`config.mk`:
```
export PLATFORM = sky130hd
export DESIGN_NAME = mle_tx
export DESIGN_NICKNAME = d
export VERILOG_FILES = /design/src/rtl/mle_pkg.sv /design/src/rtl/mle_seq.sv /design/src/rtl/mle_drive.sv /design/src/rtl/mle_tx.sv
export SDC_FILE = /design/constraint.sdc
export NUM_CORES = 1
export LEC_CHECK = 0
export ABC_AREA = 1
export ABC_CLOCK_PERIOD_IN_PS = 1850
export BUFFER_PORTS_ARGS = -buffer_cell sky130_fd_sc_hd__buf_2
export CAP_MARGIN = 25
export CORE_AREA = 3 3 40 42
export CTS_CLUSTER_DIAMETER = 200
export DETAILED_ROUTE_END_ITERATION = 7
export DIE_AREA = 0 0 43 45
export PLACE_DENSITY_LB_ADDON = 0.12
export SYNTH_ARGS = -nofsm -noshare
export SYNTH_HDL_FRONTEND = slang
export SYNTH_SLANG_ARGS = --single-unit
```
`constraint.sdc`:
```
create_clock -name clk -period 1.85 [get_ports clk]
set_input_delay 0.185 -clock clk [delete_from_list [all_inputs] [get_ports clk]]
set_output_delay 0.185 -clock clk [all_outputs]
set_load 0.02 [all_outputs]
```
`src/rtl/mle_pkg.sv`:
```
package mle_pkg;
  typedef enum logic [1:0] {
    ST_IDLE = 2'd0,
    ST_CELL = 2'd1,
    ST_TAIL = 2'd2
  } mle_state_e;

  localparam logic LVL_HIGH = 1'b1;
endpackage

```
`src/rtl/mle_seq.sv`:
```
module mle_seq
  import mle_pkg::*;
#(
  parameter int TAIL_HALVES = 2
) (
  input  logic       clk,
  input  logic       rst,
  input  logic       tx_valid,
  input  logic       tx_data,
  output logic       tx_ready,
  output logic       line_lvl,
  output logic       line_idle,
  output mle_state_e state_o,
  output logic       phase_o
);
  localparam int CW = (TAIL_HALVES < 2) ? 1 : $clog2(TAIL_HALVES);
  localparam logic [CW-1:0] CNT_LAST = CW'(TAIL_HALVES - 1);

  mle_state_e    st_q;
  logic          ph_q;
  logic          bit_q;
  logic [CW-1:0] cnt_q;
  logic          take;

  assign tx_ready = (st_q == ST_IDLE) || (st_q == ST_CELL && ph_q);
  assign take     = tx_ready && tx_valid;

  always_ff @(posedge clk) begin
    if (rst) begin
      st_q  <= ST_IDLE;
      ph_q  <= 1'b0;
      bit_q <= 1'b0;
      cnt_q <= '0;
    end else begin
      case (st_q)
        ST_IDLE: begin
          if (take) begin
            st_q  <= ST_CELL;
            ph_q  <= 1'b0;
            bit_q <= tx_data;
          end
        end
        ST_CELL: begin
          if (!ph_q) begin
            ph_q <= 1'b1;
          end else if (take) begin
            ph_q  <= 1'b0;
            bit_q <= tx_data;
          end else begin
            st_q  <= ST_TAIL;
            ph_q  <= 1'b0;
            cnt_q <= '0;
          end
        end
        ST_TAIL: begin
          if (cnt_q == CNT_LAST) st_q <= ST_IDLE;
          else                   cnt_q <= cnt_q + 1'b1;
        end
        default: st_q <= ST_IDLE;
      endcase
    end
  end

  always_comb begin
    line_idle = (st_q == ST_IDLE);
    case (st_q)
      ST_CELL: line_lvl = ph_q ? bit_q : ~bit_q;
      default: line_lvl = LVL_HIGH;
    endcase
  end

  assign state_o = st_q;
  assign phase_o = ph_q;
endmodule

```
`src/rtl/mle_drive.sv`:
```
module mle_drive (
  input  logic clk,
  input  logic rst,
  input  logic line_lvl,
  input  logic line_idle,
  input  logic idle_eq,
  input  logic loop_en,
  output logic tx_p,
  output logic tx_n,
  output logic enc_o
);
  logic hold_idle;
  assign hold_idle = line_idle || loop_en;

  always_ff @(posedge clk) begin
    if (rst) begin
      enc_o <= 1'b1;
      tx_p  <= ~idle_eq;
      tx_n  <= 1'b0;
    end else begin
      enc_o <= line_idle ? 1'b1 : line_lvl;
      if (hold_idle) begin
        tx_p <= ~idle_eq;
        tx_n <= 1'b0;
      end else begin
        tx_p <= line_lvl;
        tx_n <= ~line_lvl;
      end
    end
  end
endmodule

```
`src/rtl/mle_tx.sv`:
```
module mle_tx
  import mle_pkg::*;
#(
  parameter int TAIL_HALVES = 2
) (
  input  logic clk,
  input  logic rst,
  input  logic tx_valid,
  input  logic tx_data,
  output logic tx_ready,
  input  logic idle_eq,
  input  logic loop_en,
  output logic tx_p,
  output logic tx_n,
  output logic enc_o
);
  logic       lvl_w;
  logic       idle_w;
  mle_state_e st_w;
  logic       ph_w;

  mle_seq #(.TAIL_HALVES(TAIL_HALVES)) u_seq (
    .clk      (clk),
    .rst      (rst),
    .tx_valid (tx_valid),
    .tx_data  (tx_data),
    .tx_ready (tx_ready),
    .line_lvl (lvl_w),
    .line_idle(idle_w),
    .state_o  (st_w),
    .phase_o  (ph_w)
  );

  mle_drive u_drive (
    .clk      (clk),
    .rst      (rst),
    .line_lvl (lvl_w),
    .line_idle(idle_w),
    .idle_eq  (idle_eq),
    .loop_en  (loop_en),
    .tx_p     (tx_p),
    .tx_n     (tx_n),
    .enc_o    (enc_o)
  );
endmodule

```
==> results.sh <==
export IMPL_outcome="complete, no violations"
export IMPL_timing_rr_end="u_seq.cnt_q"
export IMPL_grt_max_degree=7
export IMPL_ys_seq_area_frac=0.496
export IMPL_grt_antenna_before_repair=0
export IMPL_synth_distinct_cells=13
export IMPL_post_cts_resized=0
export IMPL_post_place_ws_ns=0.864
export IMPL_cellLeakagePower_uw=0.000190
export IMPL_syn_nets=48
export IMPL_grt_pass1_vias=272
export IMPL_grt_setup_unrepaired="false"
export IMPL_min_from="rst"
export IMPL_hold_viol=0
export IMPL_die_w_um=43
export IMPL_arrival_ns=1.07
export IMPL_post_route_drc_count=0
export IMPL_vias=283
export IMPL_cts_root_buf="clkbuf_4"
export IMPL_hold_end="u_seq.cnt_q"
export IMPL_required_ns=1.66
export IMPL_postLayoutSetupSlackWorst_ns=0.597
export IMPL_numClockSinks=8
export IMPL_post_route_min_period_ns=1.25
export IMPL_die_h_um=45
export IMPL_crit_type="reg2out"
export IMPL_rr_worst_depth=5
export IMPL_slew_violations=0
export IMPL_syn_inst=42
export IMPL_crit_path_end_kind="output port"
export IMPL_holdBufCountCts=0
export IMPL_path_max_fanout=5
export IMPL_grt_first_pass_wirelength_mm=1.04
export IMPL_finalNetCount=62
export IMPL_start_util=0.251
export IMPL_post_cts_buffers=0
export IMPL_syn_cell_area_um2=323
export IMPL_synth_warnings=0
export IMPL_num_rows=13
export IMPL_drive_gt1_frac=0.296
export IMPL_hold_depth=2
export IMPL_grt_use_total=0.0794
export IMPL_portBuffers=9
export IMPL_finalSetupViolCount=0
export IMPL_clock_latency_ns=0.25
export IMPL_grt_overflow_total=0
export IMPL_ios=10
export IMPL_die_area_mm2=0.00194
export IMPL_core_area_mm2=0.00128
export IMPL_place_congestion=0.758
export IMPL_post_drt_wl_per_cell_um=8.35
export IMPL_tritoncts="yes"
export IMPL_antennaDiodeCount=0
export IMPL_ant_nets=0
export IMPL_drtIter0Drc=1
export IMPL_fin_setup_tns_ns=0
export IMPL_cts_buffers=3
export IMPL_path_clk_slew_ns=0.05
export IMPL_syn_area_per_cell_um2=7.69
export IMPL_tightest_slew_ns=0.193
export IMPL_vdd_drop_max_v=0.000298
export IMPL_reg2reg_from="u_seq.state_o[0]"
export IMPL_dp_hpwl_um=451
export IMPL_firstDrtPassIters=2
export IMPL_wl_um=576
export IMPL_area_delta_synth_final_pct=26.7
export IMPL_drv_cap=0
export IMPL_clockBufferDepth=2
export IMPL_reg2reg_setup_slack_ns=0.86
export IMPL_ys_seq_elements=8
export IMPL_finalHoldWorstSlack_ns=0.174
export IMPL_min_path_type="in2reg"
export IMPL_avgViaCountPerCell=4.10
export IMPL_max_slew_margin_rel=0.871
export IMPL_cp_start_kind="register"
export IMPL_max_freq_mhz=798
export IMPL_powerDensity_mw_per_mm2=908
export IMPL_fin_worst_skew_ns=0.000271
export IMPL_post_route_period_util=0.677
export IMPL_h_tree_depth=1
-- per-layer routing --
layer,routed length (um),vias to the layer above,part of all wire,track usage
li1,-,158,-,-
met2,257,9,0.45,0.105
met5,0,-,0,0
met1,263,116,0.46,0.0878
met4,0,0,0,0.0542
met3,54,0,0.094,0.0598
-- critical path: stages, from the launching register on --
cell and delay, ns:
dfxtp_1 0.41, inv_2 0.06, a21oi_2 0.16, buf_2 0.19
-- cells in the final DEF, fill, tap and decap left out --
master,synthesis,routed
a21boi_0,1,1
a21oi_1,5,5
a21oi_2,1,1
buf_2,0,9
clkbuf_4,0,3
dfxtp_1,8,8
inv_1,5,5
inv_2,1,1
nand2_1,8,8
nand3_1,3,3
nor2_1,5,5
nor2_2,2,2
o21bai_1,1,1
or2_1,1,1
xor2_1,1,1
-- per-stage QoR --
step	utilization	std cells	cell area, um^2	power [uW]
after floorplan	-	42	323	227
after global placement	0.301	66	387	245
after detailed placement	0.301	66	387	244
after CTS	0.318	69	409	379
after global routing	0.318	69	409	398
final	0.318	69	409	372
-- cells by family (layout without fill, tap and decap cells) --
group           after synthesis  in the layout  share of synthesized area
buf+inv                       6             18                     0.0698
flops                         8              8                      0.496
simple gates                 19             19                      0.256
compound gates                8              8                      0.151
xor+xnor                      1              1                     0.0271
-- area by class of cell --
cell class / count / area (um^2)
clock buffers: 3 / 22.5
well taps: 15 / 18.8
flip-flops and latches: 8 / 160
fillers: 144 / 876
repair buffers: 9 / 45.0
inverters: 6 / 22.5
multi-input cells: 28 / 140
-- flip-flops by register name (all words and copies together) (netlist names) --
| register | count |
|---|---|
| u_drive.enc_o | 1 |
| u_seq.bit_q | 1 |
| u_seq.state_o | 2 |
| u_seq.phase_o | 1 |
| u_seq.cnt_q | 1 |
| u_drive.tx_p | 1 |
| u_drive.tx_n | 1 |
-- report_power, final --
group	switching (uW)	total, uW	internal [uW]	leakage (uW)
sequential	7.14	189	182	0.0000657
combinational	30.7	51.0	20.3	0.000110
clock	57.6	132	74.1	0.0000138
total	95.4	372	276	0.000190
-- how the worst max path moves through the flow --
stage             startpoint  cells past startpoint           to
2_1_floorplan  u_seq.phase_o                      5  u_seq.bit_q
3_3_place_gp   u_seq.phase_o                      3     tx_ready
3_5_place_dp   u_seq.phase_o                      3     tx_ready
4_1_cts        u_seq.phase_o                      3     tx_ready
5_1_grt        u_seq.phase_o                      3     tx_ready
6_report       u_seq.phase_o                      3     tx_ready
-- synthesized netlist by cell type, drive strengths merged --
master  number  area (um^2)
inv          6         22.5
xor2         1         8.76
nand2        8         30.0
a21oi        6         33.8
nor2         7         31.3
or2          1         6.26
nand3        3         15.0
dfxtp        8          160
o21bai       1         7.51
a21boi       1         7.51
(Power assumes the default switching activity.)
